### config.mk
export PLATFORM = sky130hd
export DESIGN_NAME = zfill_seq
export DESIGN_NICKNAME = d
export VERILOG_FILES = /design/src/rtl/zfs_pkg.sv /design/src/rtl/zfs_region.sv /design/src/rtl/zfs_chunk.sv /design/src/rtl/zfs_ctrl.sv /design/src/rtl/zfill_seq.sv
export SDC_FILE = /design/constraint.sdc
export NUM_CORES = 1
export LEC_CHECK = 0
export BUFFER_PORTS_ARGS = -buffer_cell sky130_fd_sc_hd__buf_2
export CAP_MARGIN = 20
export CORE_MARGIN = 8
export CORE_UTILIZATION = 45
export DETAILED_ROUTE_END_ITERATION = 6
export PLACE_DENSITY = 0.68
export SLEW_MARGIN = 20
export SYNTH_ARGS = -nofsm -noshare
export SYNTH_HDL_FRONTEND = slang
export SYNTH_SLANG_ARGS = --single-unit
### constraint.sdc
create_clock -name clk -period 6.65 [get_ports clk]
set_clock_uncertainty 0.2 [all_clocks]
set_input_delay 1.33 -clock clk [delete_from_list [all_inputs] [get_ports clk]]
set_output_delay 1.33 -clock clk [all_outputs]
set_load 0.02 [all_outputs]
### src/rtl/zfs_pkg.sv
// Package: shared state and region codes for the zero-fill sequencer.
// Assumes nothing beyond being compiled first.
package zfs_pkg;

    // Controller states
    typedef enum logic [2:0] {
        ZS_IDLE,
        ZS_RDY,
        ZS_ISSUE,
        ZS_SETTLE,
        ZS_WAIT,
        ZS_FIN
    } zs_state_t;

    // Region preset codes
    localparam logic [1:0] RGN_FULL = 2'd0;
    localparam logic [1:0] RGN_USER = 2'd1;
    localparam logic [1:0] RGN_EXP  = 2'd2;

endpackage

### src/rtl/zfs_region.sv
// Module: zfs_region
// Turns a region code and the two memory sizes into a base address, an end
// address and an empty flag. Purely combinational.
// Assumes the sizes fit ADDR_W bits with their sum.
module zfs_region
    import zfs_pkg::*;
#(
    parameter int ADDR_W   = 27,
    parameter int RSV_BASE = 'h4000
) (
    input  logic [1:0]        sel_i,
    input  logic [ADDR_W-1:0] int_size_i,
    input  logic [ADDR_W-1:0] exp_size_i,
    output logic [ADDR_W-1:0] base_o,
    output logic [ADDR_W-1:0] end_o,
    output logic              empty_o
);

    localparam logic [ADDR_W-1:0] RSV_V = ADDR_W'(RSV_BASE);

    // Decode the preset into bounds and decide whether anything must be cleared
    always_comb begin
        base_o  = '0;
        end_o   = '0;
        empty_o = 1'b1;
        case (sel_i)
            RGN_FULL: begin
                base_o  = '0;
                end_o   = int_size_i;
                empty_o = (int_size_i == '0);
            end
            RGN_USER: begin
                base_o  = RSV_V;
                end_o   = int_size_i;
                empty_o = (int_size_i <= RSV_V);
            end
            RGN_EXP: begin
                base_o  = int_size_i;
                end_o   = int_size_i + exp_size_i;
                empty_o = (int_size_i == '0) || (exp_size_i == '0);
            end
            default: begin
                empty_o = 1'b1;
            end
        endcase
    end

endmodule

### src/rtl/zfs_chunk.sv
// Module: zfs_chunk
// Works out the length of the next transfer from the current address and the
// region end, and whether that transfer reaches the end.
// Assumes addr_i < end_i whenever the result is used; ALIGN is a power of two.
module zfs_chunk #(
    parameter int ADDR_W = 27,
    parameter int CHUNK  = 2048,
    parameter int ALIGN  = 32
) (
    input  logic [ADDR_W-1:0] addr_i,
    input  logic [ADDR_W-1:0] end_i,
    output logic [ADDR_W-1:0] len_o,
    output logic              last_o
);

    localparam logic [ADDR_W-1:0] CHUNK_V = ADDR_W'(CHUNK);
    localparam logic [ADDR_W-1:0] AMASK   = ADDR_W'(ALIGN - 1);

    logic [ADDR_W-1:0] rem;
    logic [ADDR_W-1:0] rem_up;

    // Remaining bytes and their aligned round-up
    always_comb begin
        rem    = end_i - addr_i;
        rem_up = (rem + AMASK) & ~AMASK;
    end

    // Pick a full chunk or the rounded tail, and flag the final transfer
    always_comb begin
        len_o  = (rem < CHUNK_V) ? rem_up : CHUNK_V;
        last_o = ((addr_i + len_o) >= end_i);
    end

endmodule

### src/rtl/zfs_ctrl.sv
// Module: zfs_ctrl
// Sequencing state machine: latches the region, waits for memory ready,
// issues one transfer at a time, waits for the engine to go idle, acknowledges,
// advances, and signals done.
// Assumes the engine raises busy within one cycle of a command strobe.
module zfs_ctrl
    import zfs_pkg::*;
#(
    parameter int ADDR_W = 27
) (
    input  logic              clk,
    input  logic              rst_n,
    input  logic              start_i,
    input  logic              mem_ready_i,
    input  logic              dma_busy_i,
    input  logic [ADDR_W-1:0] base_i,
    input  logic [ADDR_W-1:0] end_i,
    input  logic              empty_i,
    input  logic [ADDR_W-1:0] len_i,
    input  logic              last_i,
    output logic [ADDR_W-1:0] addr_o,
    output logic [ADDR_W-1:0] end_o,
    output logic              issue_o,
    output logic              ack_o,
    output logic              done_o,
    output logic              active_o
);

    zs_state_t         state;
    logic [ADDR_W-1:0] addr_q;
    logic [ADDR_W-1:0] end_q;
    logic              rdy_seen;

    // State, cursor and bound registers
    always_ff @(posedge clk) begin
        if (!rst_n) begin
            state    <= ZS_IDLE;
            addr_q   <= '0;
            end_q    <= '0;
            rdy_seen <= 1'b0;
        end else begin
            case (state)
                ZS_IDLE: begin
                    if (start_i) begin
                        addr_q   <= base_i;
                        end_q    <= end_i;
                        rdy_seen <= 1'b0;
                        state    <= empty_i ? ZS_FIN : ZS_RDY;
                    end
                end
                ZS_RDY: begin
                    if (mem_ready_i) begin
                        rdy_seen <= 1'b1;
                        state    <= ZS_ISSUE;
                    end
                end
                ZS_ISSUE:  state <= ZS_SETTLE;
                ZS_SETTLE: state <= ZS_WAIT;
                ZS_WAIT: begin
                    if (!dma_busy_i) begin
                        addr_q <= addr_q + len_i;
                        state  <= last_i ? ZS_FIN : ZS_ISSUE;
                    end
                end
                ZS_FIN:  state <= ZS_IDLE;
                default: state <= ZS_IDLE;
            endcase
        end
    end

    // Decode strobes from the state
    always_comb begin
        issue_o  = (state == ZS_ISSUE);
        ack_o    = (state == ZS_WAIT) && !dma_busy_i;
        done_o   = (state == ZS_FIN);
        active_o = (state != ZS_IDLE);
        addr_o   = addr_q;
        end_o    = end_q;
    end


    ready_first_chk: assert property (@(posedge clk) disable iff (!rst_n)
        issue_o |-> rdy_seen);


    no_issue_busy_chk: assert property (@(posedge clk) disable iff (!rst_n)
        issue_o |-> !dma_busy_i);


    issue_gap_chk: assert property (@(posedge clk) disable iff (!rst_n)
        issue_o |=> !issue_o);


    done_pulse_chk: assert property (@(posedge clk) disable iff (!rst_n)
        done_o |=> (!done_o && !active_o));


    advance_chk: assert property (@(posedge clk) disable iff (!rst_n)
        (ack_o && !last_i) |=> (addr_q == $past(addr_q) + $past(len_i)));

endmodule

### src/rtl/zfill_seq.sv
// Module: zfill_seq
// Top of the zero-fill sequencer. Region decode, chunk sizing and the control
// state machine are joined here, and the fixed command fields are driven.
// Assumes an external DMA engine that takes a command on dma_go_o and holds
// dma_busy_i high from the next cycle until the transfer is finished.
module zfill_seq
    import zfs_pkg::*;
#(
    parameter int ADDR_W    = 27,
    parameter int DATA_W    = 32,
    parameter int CHUNK     = 2048,
    parameter int ALIGN     = 32,
    parameter int RSV_BASE  = 'h4000,
    parameter int ZBUF_ADDR = 'h100
) (
    input  logic              clk,
    input  logic              rst_n,
    input  logic              start_i,
    input  logic [1:0]        region_i,
    input  logic [ADDR_W-1:0] int_size_i,
    input  logic [ADDR_W-1:0] exp_size_i,
    input  logic              mem_ready_i,
    input  logic              dma_busy_i,
    output logic              dma_go_o,
    output logic              dma_dir_o,
    output logic [ADDR_W-1:0] dma_src_o,
    output logic [ADDR_W-1:0] dma_dst_o,
    output logic [ADDR_W-1:0] dma_len_o,
    output logic [DATA_W-1:0] zero_data_o,
    output logic              xfer_ack_o,
    output logic              busy_o,
    output logic              done_o
);

    localparam int AL_BITS = $clog2(ALIGN);

    logic [ADDR_W-1:0] rg_base, rg_end, cur_addr, cur_end, cur_len;
    logic              rg_empty, cur_last;

    zfs_region #(.ADDR_W(ADDR_W), .RSV_BASE(RSV_BASE)) u_region (
        .sel_i      (region_i),
        .int_size_i (int_size_i),
        .exp_size_i (exp_size_i),
        .base_o     (rg_base),
        .end_o      (rg_end),
        .empty_o    (rg_empty)
    );

    zfs_chunk #(.ADDR_W(ADDR_W), .CHUNK(CHUNK), .ALIGN(ALIGN)) u_chunk (
        .addr_i (cur_addr),
        .end_i  (cur_end),
        .len_o  (cur_len),
        .last_o (cur_last)
    );

    zfs_ctrl #(.ADDR_W(ADDR_W)) u_ctrl (
        .clk         (clk),
        .rst_n       (rst_n),
        .start_i     (start_i),
        .mem_ready_i (mem_ready_i),
        .dma_busy_i  (dma_busy_i),
        .base_i      (rg_base),
        .end_i       (rg_end),
        .empty_i     (rg_empty),
        .len_i       (cur_len),
        .last_i      (cur_last),
        .addr_o      (cur_addr),
        .end_o       (cur_end),
        .issue_o     (dma_go_o),
        .ack_o       (xfer_ack_o),
        .done_o      (done_o),
        .active_o    (busy_o)
    );

    // Fixed command fields: write direction, zero buffer, zero data
    always_comb begin
        dma_dir_o   = 1'b0;
        dma_src_o   = ADDR_W'(ZBUF_ADDR);
        zero_data_o = '0;
        dma_dst_o   = cur_addr;
        dma_len_o   = cur_len;
    end


    len_shape_chk: assert property (@(posedge clk) disable iff (!rst_n)
        dma_go_o |-> (dma_len_o[AL_BITS-1:0] == '0 && dma_len_o != '0
                      && dma_len_o <= ADDR_W'(CHUNK)));


    idle_quiet_chk: assert property (@(posedge clk) disable iff (!rst_n)
        !busy_o |-> (!dma_go_o && !xfer_ack_o));

endmodule

==> results of run 1 <==
kinds of logic (layout without fill, tap and decap cells):
group / after synthesis / after routing / share of synthesized area
AOI/OAI and AO/OA: 317 / 317 / 0.263
xor gates and xnor gates: 61 / 61 / 0.0663
adders and majority gates: 108 / 108 / 0.170
buffers and inverters: 195 / 225 / 0.129
DFF: 57 / 57 / 0.142
muxes: 8 / 8 / 0.0101
other: 2 / 94 / 0.000932
and+or+nand+nor: 348 / 348 / 0.219
per-stage QoR:
step,hold WS [ns],setup TNS [ns],setup slack [ns]
floorplan,0.263,0,0.00197
global placement,0.274,0,0.0686
detailed placement,0.288,-0.179,-0.0685
CTS,0.294,0,0.0116
global route,0.292,-0.0684,-0.0402
finish,0.273,0,0.276
Yosys cell counts, types with 17 or more instances:
master	number
ha_1	104
nand2_1	79
xor2_1	28
and3_1	21
inv_1	73
nor3_1	23
nand3_1	55
nand4_1	17
dfxtp_1	57
nor4_1	21
a21oi_1	81
a21o_1	31
o21ai_0	35
buf_4	80
nor2b_1	26
clkbuf_1	38
xnor2_1	33
a31oi_1	24
nor2_1	63
sequential cells by signal, summed over array words and instances (netlist names):
register       cells
u_ctrl.addr_o     27
u_ctrl.end_o      27
u_ctrl.state       3
where the power goes:
group,total (W),leakage [nW],internal (W),switching (W)
Clock,0.000456,0.137,0.000295,0.000161
Combinational,0.00270,3.63,0.00108,0.00161
Sequential,0.000503,0.469,0.000422,0.0000806
Total,0.00366,4.24,0.00180,0.00186
layout make-up:
cell class	instances	share of cell area
inverters	73	0.0296
clock inverters	3	0.00460
well taps	229	0.0310
multi-input cells	936	0.699
repair buffers	138	0.0855
clock buffers	11	0.0263
flip-flops and latches	57	0.124
critical path, delay by kind of cell, from the launching register on:
family,cells,cell delay (ns)
buffers and inverters,3,0.29
xor gates and xnor gates,2,0.26
and+or+nand+nor,11,1.77
DFF,1,0.32
AOI/OAI and AO/OA,12,2.10
adders and majority gates,5,1.32
how the worst min path moves through the flow:
stage / end / slack (ns) / depth (start not counted)
2_1_floorplan: u_ctrl.end_o[12]$_SDFFE_PN0P_ / 0.26 / 2
4_1_cts: u_ctrl.addr_o[0]$_SDFFE_PN0P_ / 0.29 / 2
3_5_place_dp: u_ctrl.addr_o[0]$_SDFFE_PN0P_ / 0.29 / 2
6_report: u_ctrl.addr_o[0]$_SDFFE_PN0P_ / 0.27 / 2
3_3_place_gp: u_ctrl.addr_o[4]$_SDFFE_PN0P_ / 0.27 / 2
5_1_grt: u_ctrl.addr_o[0]$_SDFFE_PN0P_ / 0.29 / 2
layer usage:
layer,share of wire,up-vias
met1,0.46,3846
li1,-,4061
met3,0.066,40
met5,0,-
met4,0.027,0
met2,0.45,319
repair_timing:
| action | 4_1_cts | 5_1_grt |
|---|---|---|
| buffers inserted | 1 | 6 |
| hold buffers | 0 | 0 |
| resized for setup | 4 | 50 |
| pin swaps | 1 | 17 |
| endpoints found under the setup margin | 3 | 3 |
==> insert_results.sql, run 1 <==
INSERT INTO impl_metrics (metric_group, metric, value, unit) VALUES
('clocking', 'cts.path.max_buffers', '2', ''),
('synthesis', 'synthDistinctLibCells', '77', ''),
('synthesis', 'syn_avg_cell_area', '7.35', 'um^2'),
('sta', 'finalCritPeriodShare', '0.958', ''),
('setup_path', 'worstSetupEndpoint', 'u_ctrl.state[1]$_SDFFE_PN0P_', ''),
('floorplan', 'die_w', '150', 'um'),
('synthesis', 'synth_seq_cells', '57', ''),
('cells_and_area', 'layout-area-overhead-vs-synth', '14.7', '%'),
('global_routing', 'overflow', '0', ''),
('sta', 'timing_max_transition_violations_final', '0', ''),
('setup_path', 'startpoint', 'u_ctrl.end_o[0]$_SDFFE_PN0P_', ''),
('global_routing', 'global_route.peak_usage_layer', 'met2', ''),
('placed_design', 'gp_routability_congestion', '0.979', ''),
('run_status', 'run_status', 'finished, final reports clean', ''),
('cells_and_area', 'layout-drive-gt1-share', '0.174', ''),
('detailed_routing', 'vias_per_cell', '5.71', ''),
('global_routing', 'number_of_antenna_violations_at_the_first_check_in_global_routing', '0', ''),
('placed_design', 'placed_cells_incl_taps', '1426', ''),
('clocking', 'cts_root_buf', 'clkbuf_16', ''),
('cells_and_area', 'multi_input_comb_area', '6460', 'um^2'),
('global_routing', 'use_met2', '0.339', ''),
('setup_path', 'timing_worst_setup_path_type', 'flip-flop to flip-flop', ''),
('setup_path', 'worstRegToRegCells', '33', ''),
('cells_and_area', 'layout.nets', '1383', ''),
('setup_path', 'cp.required', '6.67', 'ns'),
('setup_path', 'crit-reg2reg-capture', 'u_ctrl.state[1]$_SDFFE_PN0P_', ''),
('synthesis', 'synthDominantCellAreaShare', '0.161', ''),
('detailed_routing', 'detail-route-antenna-nets', '0', ''),
('flow_run', 'max-cap-violations', '0', ''),
('cells_and_area', 'most-common-layout-cells', '98 x buf_2, 96 x ha_1, 94 x conb_1', ''),
('cells_and_area', 'final_util', '0.520', ''),
('detailed_routing', 'num_vias', '8266', ''),
('power', 'largest_voltage_drop_on_the_vdd_net', '177', 'uV'),
('clocking', 'path_clk_slew', '0.05', 'ns'),
('power', 'power-per-cell-area', '396', 'nW/um^2'),
('floorplan', 'floorplan.die.height', '150', 'um'),
('global_routing', 'pin_count_of_the_biggest_net_entering_global_routing', '45', ''),
('synthesis', 'yosys.area.top_type', 'ha_1', ''),
('global_routing', 'grtUsageMet3', '0.0305', ''),
('global_routing', 'met1_usage', '0.291', ''),
('sta', 'maxClockFrequency', '0.157', 'GHz'),
('sta', 'setup_viol', '0', ''),
('floorplan', 'fp.coreArea', '17800', 'um^2'),
('cells_and_area', 'stdcell_count', '1447', ''),
('setup_path', 'worst_ep_arrival_time', '6.40', 'ns'),
('detailed_routing', 'drc', '0', ''),
('cells_and_area', 'stdcell_area', '9250', 'um^2'),
('sta', 'finalHoldViolCount', '0', ''),
('synthesis', 'most_frequently_used_flop_master_after_synthesis', 'dfxtp_1', ''),
('setup_path', 'critical_path.slowest_cell', 'o41a_1', ''),
('setup_path', 'crit_path_max_fanout', '4', ''),
('clocking', 'tritoncts', 'done', ''),
('synthesis', 'synth_enable_flop_cells', '0', ''),
('clocking', 'cts_inserted_buffers', '9', ''),
('cells_and_area', 'filler_cell_count', '1762', ''),
('worst_hold_path', 'worst_hold_path_type', 'flip-flop to flip-flop', ''),
('worst_hold_path', 'worst_hold_startpoint', 'u_ctrl.addr_o[0]$_SDFFE_PN0P_', ''),
('power', 'cellLeakagePower', '4.24', 'nW'),
('setup_path', 'worst_setup_path_end_kind', 'flip-flop', ''),
('sta', 'final_period_minus_worst_setup_slack', '6.37', 'ns'),
('setup_path', 'reg2reg_setup_slack', '0.28', 'ns'),
('floorplan', 'start_util', '0.453', ''),
('floorplan', 'top_level_ports', '179', ''),
('synthesis', 'syn_warnings', '0', ''),
('cells_and_area', 'sequential_cell_area_in_the_final_layout', '1150', 'um^2'),
('detailed_routing', 'wl_per_cell', '17.4', 'um'),
('placed_design', 'dp_hpwl', '20800', 'um'),
('sta', 'timing_worst_slew_pin_value', '1.07', 'ns'),
('global_routing', 'first_global_vias', '7769', ''),
('clocking', 'tritoncts_num_sinks', '57', ''),
('setup_path', 'worst_path_largest_cell_delay', '0.40', 'ns');
No activity file was read; power rests on OpenSTA's default activity.
==> inputs of run 2 (changes only) <==
--- a/config.mk
+++ b/config.mk
@@ -8,8 +8,10 @@
 export BUFFER_PORTS_ARGS = -buffer_cell sky130_fd_sc_hd__buf_2
 export CAP_MARGIN = 20
+export CORE_ASPECT_RATIO = 1.4
 export CORE_MARGIN = 8
 export CORE_UTILIZATION = 45
 export DETAILED_ROUTE_END_ITERATION = 6
 export PLACE_DENSITY = 0.68
+export SETUP_SLACK_MARGIN = 0.3
 export SLEW_MARGIN = 20
 export SYNTH_ARGS = -nofsm -noshare
==> constraint.sdc (replaced) <==
create_clock -name clk -period 6.65 [get_ports clk]
set_clock_uncertainty 0.2 [all_clocks]
set_input_delay 0.3325 -clock clk [delete_from_list [all_inputs] [get_ports clk]]
set_output_delay 0.3325 -clock clk [all_outputs]
set_load 0.02 [all_outputs]
==> run 2 against run 1 <==
  * Sequential power decreased by 1%
  * Die area increased by 0.27%
  * Setup slack got worse by 0.018 ns
  * Clock power increased by 1%
  * Critical path depth unchanged
  * Wire length increased by 4.5%
  * Count of clock-buffer cells in the layout increased by 1
==> insert_results.sql, run 2 (synthesis gave the netlist of run 1 again) <==
INSERT INTO impl_metrics (metric_group, metric, value, unit) VALUES
('run_status', 'run_status', 'finished, final reports clean', ''),
('sta', 'finalHoldViolCount', '0', ''),
('flow_run', 'max-cap-violations', '0', ''),
('power', 'largest_voltage_drop_on_the_vdd_net', '133', 'uV'),
('clocking', 'cts_root_buf', 'clkbuf_16', ''),
('sta', 'final.setup.worst_slack', '0.258', 'ns'),
('placed_design', 'dpl_worst_slack', '-0.0275', 'ns'),
('floorplan', 'die_w', '129', 'um'),
('cells_and_area', 'layout.nets', '1419', ''),
('floorplan', 'fp.coreArea', '17800', 'um^2'),
('setup_path', 'worst_setup_path_end_kind', 'flip-flop', ''),
('worst_hold_path', 'worstHoldPathCells', '3', ''),
('sta', 'rsz0062_at_grt', 'true', ''),
('sta', 'timing_max_transition_violations_final', '0', ''),
('placed_design', 'portBuffers', '98', ''),
('setup_path', 'startpoint', 'u_ctrl.end_o[0]$_SDFFE_PN0P_', ''),
('sta', 'setup_viol', '0', ''),
('global_routing', 'number_of_antenna_violations_at_the_first_check_in_global_routing', '0', ''),
('clocking', 'tritoncts', 'done', ''),
('worst_hold_path', 'worst_hold_startpoint', 'int_size_i[2]', ''),
('setup_path', 'worst_path_largest_cell_delay', '0.46', 'ns'),
('setup_path', 'worst_ep_arrival_time', '6.46', 'ns'),
('sta', 'finalHoldWorstSlack', '0.115', 'ns'),
('cells_and_area', 'stdcell_area', '9710', 'um^2'),
('setup_path', 'critical_path.slowest_cell', 'o41a_1', ''),
('clocking', 'cts-htree-levels', '3', ''),
('setup_path', 'crit_path_max_fanout', '4', ''),
('cells_and_area', 'final_util', '0.546', ''),
('cells_and_area', 'mostFrequentLayoutCell', 'buf_2', ''),
('floorplan', 'die_area', '22500', 'um^2'),
('clocking', 'worst_skew_pair.late_latency', '0.33', 'ns'),
('detailed_routing', 'drc', '0', ''),
('global_routing', 'first_global_vias', '8428', ''),
('cells_and_area', 'most-common-layout-cells', '98 x buf_2, 94 x conb_1, 89 x ha_1', ''),
('setup_path', 'critical_path.reg2reg.startpoint', 'u_ctrl.end_o[0]$_SDFFE_PN0P_', ''),
('clocking', 'cts_inserted_buffers', '9', ''),
('sta', 'finalCritPeriodShare', '0.961', ''),
('cells_and_area', 'layout-area-overhead-vs-synth', '20.5', '%'),
('placed_design', 'dp_hpwl', '21400', 'um'),
('setup_path', 'timing_worst_setup_path_type', 'flip-flop to flip-flop', ''),
('sta', 'maxClockFrequency', '0.156', 'GHz'),
('detailed_routing', 'drt_wl_total', '26300', 'um'),
('worst_hold_path', 'worst_hold_path_type', 'primary input to flip-flop', ''),
('floorplan', 'floorplan.die.height', '174', 'um'),
('setup_path', 'reg2reg_setup_slack', '0.26', 'ns'),
('worst_hold_path', 'hold-path-endpoint', 'u_ctrl.addr_o[2]$_SDFFE_PN0P_', ''),
('global_routing', 'groute.usage.overall', '0.226', ''),
('detailed_routing', 'drt_pre_antenna_iters', '5', ''),
('floorplan', 'std_cell_rows', '58', ''),
('setup_path', 'worstRegToRegCells', '33', ''),
('power', 'power-per-cell-area', '397', 'nW/um^2'),
('detailed_routing', 'num_vias', '8423', ''),
('clocking', 'tritoncts_num_sinks', '57', ''),
('detailed_routing', 'wl_per_cell', '17.6', 'um'),
('detailed_routing', 'vias_per_cell', '5.63', ''),
('floorplan', 'start_util', '0.453', ''),
('detailed_routing', 'detail-route-antenna-nets', '0', ''),
('setup_path', 'cp.required', '6.72', 'ns'),
('placed_design', 'gp_routability_congestion', '0.931', ''),
('power', 'cellLeakagePower', '4.45', 'nW'),
('floorplan', 'top_level_ports', '179', ''),
('sta', 'final_period_minus_worst_setup_slack', '6.39', 'ns'),
('setup_path', 'crit-reg2reg-capture', 'u_ctrl.state[1]$_SDFFE_PN0P_', ''),
('global_routing', 'overflow', '0', ''),
('setup_path', 'critical_path.startpoint_type', 'flip-flop', ''),
('sta', 'timing_worst_slew_pin_value', '1.10', 'ns'),
('cells_and_area', 'antenna_cells_inserted', '0', ''),
('detailed_routing', 'detail_route.iter0.violations', '579', ''),
('sta', 'slew_headroom', '0.266', ''),
('placed_design', 'post_placement_cell_area', '8940', 'um^2'),
('clocking', 'holdBufCountCts', '0', ''),
('global_routing', 'first_pass_grt_wire_length', '41400', 'um'),
('cells_and_area', 'layout-drive-gt1-share', '0.218', ''),
('clocking', 'cts.path.max_buffers', '2', ''),
('clocking', 'path_clk_slew', '0.06', 'ns'),
('global_routing', 'pin_count_of_the_biggest_net_entering_global_routing', '45', '');
==> run 2: per-stage QoR <==
stage	cells	TNS, ns	total power, W
after global placement	1461	0	0.00310
after global routing	1495	0	0.00415
after CTS	1488	0	0.00371
after floorplan	1188	0	0.00240
final	1495	0	0.00386
after detailed placement	1461	-0.0538	0.00312
==> run 2: where the power goes <==
group	switching [W]	internal [W]	total (W)
Sequential	0.0000752	0.000421	0.000497
Clock	0.000156	0.000307	0.000462
Combinational	0.00169	0.00120	0.00290
==> run 2: area by class of cell <==
type / instances / area [um^2]
timing repair buffer: 174 / 1070
clock inverter: 3 / 40.0
inverter: 73 / 274
multi-input combinational: 936 / 6620
clock buffer: 12 / 256
sequential: 57 / 1150
fill: 1717 / 8070
tap: 240 / 300
==> run 2: timing repair <==
item	in CTS	in global routing
pin swaps	40	42
setup buffers	12	7
resized for setup	47	28
endpoints found under the setup margin	3	3
==> run 2: routing by layer <==
metal / track usage / vias up / part of all wire / wire, um
met5: 0 / - / 0 / 0
met4: 0.100 / 0 / 0.035 / 913
met3: 0.0258 / 56 / 0.051 / 1340
met2: 0.394 / 305 / 0.49 / 12900
met1: 0.268 / 3915 / 0.42 / 11100
li1: - / 4147 / - / -
==> run 2: worst max path at each step <==
| stage | endpoint | slack (ns) | depth (start not counted) |
|---|---|---|---|
| after detailed placement | u_ctrl.state[0]$_SDFFE_PN0P_ | -0.03 | 32 |
| after global placement | u_ctrl.state[0]$_SDFFE_PN0P_ | 0.11 | 31 |
| after floorplan | u_ctrl.state[1]$_SDFFE_PN0P_ | 0.32 | 29 |
| after global routing | u_ctrl.state[1]$_SDFFE_PN0P_ | 0.006 | 32 |
| final | u_ctrl.state[1]$_SDFFE_PN0P_ | 0.26 | 33 |
| after CTS | u_ctrl.state[0]$_SDFFE_PN0P_ | 0.30 | 31 |
==> run 2: worst max-delay path, delay by kind of cell (launching register included) <==
family	cells	cell delay, ns
AOI/OAI and AO/OA	12	2.63
adders and majority gates	5	1.04
DFF	1	0.32
buffers and inverters	3	0.27
and+or+nand+nor	12	1.73
xor gates and xnor gates	1	0.16
==> inputs of run 3 (changes only) <==
Settings changed: CELL_PAD_IN_SITES_DETAIL_PLACEMENT set to 1, CELL_PAD_IN_SITES_GLOBAL_PLACEMENT set to 2, CORE_UTILIZATION 45 to 31, PLACE_DENSITY 0.68 to not set, PLACE_DENSITY_LB_ADDON set to 0.1.
==> run 3 against run 2 <==
  * Count of clock-buffer cells in the layout shrank 1
  * Combinational power grew 7.9%
  * Fmax grew 1.8%
  * Critical path depth shrank 3
  * Core utilization shrank 15 points
  * Final cell count grew 7.2%
  * Final area grew 4.4%
  * Die area grew 40%
  * Sequential cell count is the same
  * Register-to-register slack gained 0.11 ns
  * Global-route usage shrank 3.0 points
  * Sequential power is essentially flat
  * Critical path type unchanged
  * Largest power group unchanged
==> insert_results.sql, run 3 (synthesis gave the netlist of run 1 again) <==
INSERT INTO impl_metrics (metric_group, metric, value, unit) VALUES
('sta', 'slew_headroom', '0.308', ''),
('worst_hold_path', 'hold-path-endpoint', 'u_ctrl.end_o[14]$_SDFFE_PN0P_', ''),
('global_routing', 'overflow', '0', ''),
('power', 'cellLeakagePower', '4.61', 'nW'),
('placed_design', 'gp_routability_congestion', '0.854', ''),
('sta', 'rsz0062_at_grt', 'true', ''),
('setup_path', 'critical_path.slowest_cell', 'or4b_4', ''),
('worst_hold_path', 'worst_hold_path_type', 'primary input to flip-flop', ''),
('power', 'power-per-cell-area', '412', 'nW/um^2'),
('detailed_routing', 'drt_pre_antenna_iters', '4', ''),
('detailed_routing', 'detail-route-antenna-nets', '0', ''),
('setup_path', 'critical_path.startpoint_type', 'flip-flop', ''),
('clocking', 'cts_inserted_buffers', '9', ''),
('sta', 'timing_worst_slew_pin_value', '1.04', 'ns'),
('setup_path', 'crit-reg2reg-capture', 'u_ctrl.state[1]$_SDFFE_PN0P_', ''),
('placed_design', 'placed_cells_incl_taps', '1570', ''),
('setup_path', 'timing_worst_setup_path_type', 'flip-flop to flip-flop', ''),
('clocking', 'cts.path.max_buffers', '2', ''),
('detailed_routing', 'num_vias', '8394', ''),
('cells_and_area', 'layout.nets', '1442', ''),
('cells_and_area', 'mostFrequentLayoutCell', 'buf_2', ''),
('worst_hold_path', 'worstHoldPathCells', '3', ''),
('global_routing', 'groute.usage.overall', '0.196', ''),
('run_status', 'run_status', 'finished, final reports clean', ''),
('detailed_routing', 'vias_per_cell', '5.24', ''),
('setup_path', 'cp.required', '6.69', 'ns'),
('sta', 'finalHoldViolCount', '0', ''),
('setup_path', 'crit_path_max_fanout', '4', ''),
('clocking', 'tritoncts_num_sinks', '57', ''),
('setup_path', 'cp_common_cell', 'o21ai_2', ''),
('floorplan', 'floorplan.die.height', '207', 'um'),
('clocking', 'cts_root_buf', 'clkbuf_16', ''),
('placed_design', 'dp_hpwl', '26200', 'um'),
('detailed_routing', 'drc', '0', ''),
('setup_path', 'worstRegToRegCells', '30', ''),
('setup_path', 'worst_setup_path_end_kind', 'flip-flop', ''),
('detailed_routing', 'detail_route.iter0.violations', '380', ''),
('setup_path', 'critical_path.reg2reg.startpoint', 'u_ctrl.end_o[0]$_SDFFE_PN0P_', ''),
('cells_and_area', 'stdcell_area', '10100', 'um^2'),
('global_routing', 'number_of_antenna_violations_at_the_first_check_in_global_routing', '0', ''),
('global_routing', 'pin_count_of_the_biggest_net_entering_global_routing', '45', ''),
('sta', 'final_period_minus_worst_setup_slack', '6.28', 'ns'),
('setup_path', 'reg2reg_setup_slack', '0.37', 'ns'),
('floorplan', 'top_level_ports', '179', ''),
('cells_and_area', 'antenna_cells_inserted', '0', ''),
('global_routing', 'first_pass_grt_wire_length', '49200', 'um'),
('cells_and_area', 'final_util', '0.392', ''),
('floorplan', 'std_cell_rows', '70', ''),
('clocking', 'worst_skew_pair.late_latency', '0.34', 'ns'),
('placed_design', 'portBuffers', '98', ''),
('cells_and_area', 'multi_input_comb_area', '6720', 'um^2'),
('global_routing', 'first_global_vias', '9020', ''),
('detailed_routing', 'wl_per_cell', '19.7', 'um'),
('detailed_routing', 'drt_wl_total', '31700', 'um'),
('cells_and_area', 'layout-drive-gt1-share', '0.237', ''),
('floorplan', 'fp.coreArea', '25800', 'um^2'),
('clocking', 'cts-htree-levels', '3', ''),
('power', 'largest_voltage_drop_on_the_vdd_net', '164', 'uV'),
('setup_path', 'worst_ep_arrival_time', '6.32', 'ns'),
('sta', 'finalCritPeriodShare', '0.945', ''),
('setup_path', 'worst_path_largest_cell_delay', '0.52', 'ns'),
('sta', 'final.setup.worst_slack', '0.368', 'ns'),
('sta', 'timing_max_transition_violations_final', '0', ''),
('floorplan', 'die_w', '152', 'um'),
('clocking', 'holdBufCountCts', '0', ''),
('placed_design', 'post_placement_cell_area', '9230', 'um^2'),
('clocking', 'path_clk_slew', '0.06', 'ns'),
('clocking', 'tritoncts', 'done', ''),
('flow_run', 'max-cap-violations', '0', ''),
('cells_and_area', 'layout-area-overhead-vs-synth', '25.8', '%'),
('sta', 'maxClockFrequency', '0.159', 'GHz'),
('cells_and_area', 'stdcell_count', '1603', ''),
('placed_design', 'dpl_worst_slack', '-0.190', 'ns'),
('sta', 'totalNegativeSetupSlack', '0', 'ns'),
('worst_hold_path', 'worst_hold_startpoint', 'int_size_i[14]', ''),
('floorplan', 'die_area', '31500', 'um^2'),
('sta', 'setup_viol', '0', ''),
('cells_and_area', 'most-common-layout-cells', '98 x buf_2, 96 x buf_4, 94 x conb_1', ''),
('floorplan', 'start_util', '0.312', ''),
('cells_and_area', 'sequential_cell_area_in_the_final_layout', '1150', 'um^2'),
('cells_and_area', 'filler_cell_count', '3251', '');
-- run 3: cell count changes in the layout (fill, tap and decap cells not counted), moves of 3 or more --
cell / change
ha_2: -3
nor2b_2: +3
buf_4: +22
nor2b_1: -3
ha_4: +4
o21ai_2: +3
-- run 3: worst max-delay path, delay by kind of cell (launching register included) --
family | cells | cell delay, ns
xor+xnor | 2 | 0.33
fa+ha+maj | 4 | 0.93
simple gates | 4 | 1.13
flops | 1 | 0.32
buf+inv | 4 | 0.51
compound gates | 16 | 2.75
-- run 3: routing by layer --
| layer | vias to the layer above | share of wire | track usage |
|---|---|---|---|
| met5 | - | 0 | 0 |
| met4 | 0 | 0.017 | 0.0537 |
| met3 | 26 | 0.032 | 0.0227 |
| met2 | 158 | 0.49 | 0.357 |
| met1 | 4030 | 0.46 | 0.240 |
| li1 | 4180 | - | - |
-- run 3: worst max-delay path by stage --
stage	slack, ns	end	depth (start not counted)	startpoint
final	0.37	u_ctrl.state[1]$_SDFFE_PN0P_	30	u_ctrl.end_o[0]$_SDFFE_PN0P_
after global routing	-0.01	u_ctrl.state[1]$_SDFFE_PN0P_	31	u_ctrl.end_o[0]$_SDFFE_PN0P_
after CTS	0.25	u_ctrl.state[1]$_SDFFE_PN0P_	30	u_ctrl.end_o[0]$_SDFFE_PN0P_
after detailed placement	-0.19	u_ctrl.state[2]$_SDFFE_PN0P_	31	u_ctrl.addr_o[1]$_SDFFE_PN0P_
after global placement	-0.08	u_ctrl.state[1]$_SDFFE_PN0P_	31	u_ctrl.addr_o[1]$_SDFFE_PN0P_
after floorplan	0.32	u_ctrl.state[1]$_SDFFE_PN0P_	29	u_ctrl.addr_o[0]$_SDFFE_PN0P_
-- run 3: power by group --
group / switching [W] / leakage [nW] / internal (W)
clock: 0.000177 / 0.166 / 0.000376
sequential: 0.0000735 / 0.469 / 0.000421
combinational: 0.00182 / 3.98 / 0.00130
-- run 3: cell type report --
cell class / instances / area share
multi-input cells: 936 / 0.663
repair buffers: 197 / 0.123
inverters: 73 / 0.0270
well taps: 324 / 0.0400
flip-flops and latches: 57 / 0.114
clock buffers: 11 / 0.0239
clock inverters: 5 / 0.0101
-- run 3: per-stage QoR --
step / hold slack, ns / power, W
finish: 0.112 / 0.00417
global route: 0.131 / 0.00450
CTS: 0.107 / 0.00402
detailed placement: 0.307 / 0.00330
global placement: 0.293 / 0.00327
floorplan: 0.263 / 0.00240
-- run 3: timing repair --
| action | in CTS | in global routing |
|---|---|---|
| setup endpoints to repair | 3 | 3 |
| setup buffers | 8 | 9 |
| resized for setup | 41 | 46 |
| cloned | 0 | 0 |
| pin swaps | 35 | 51 |
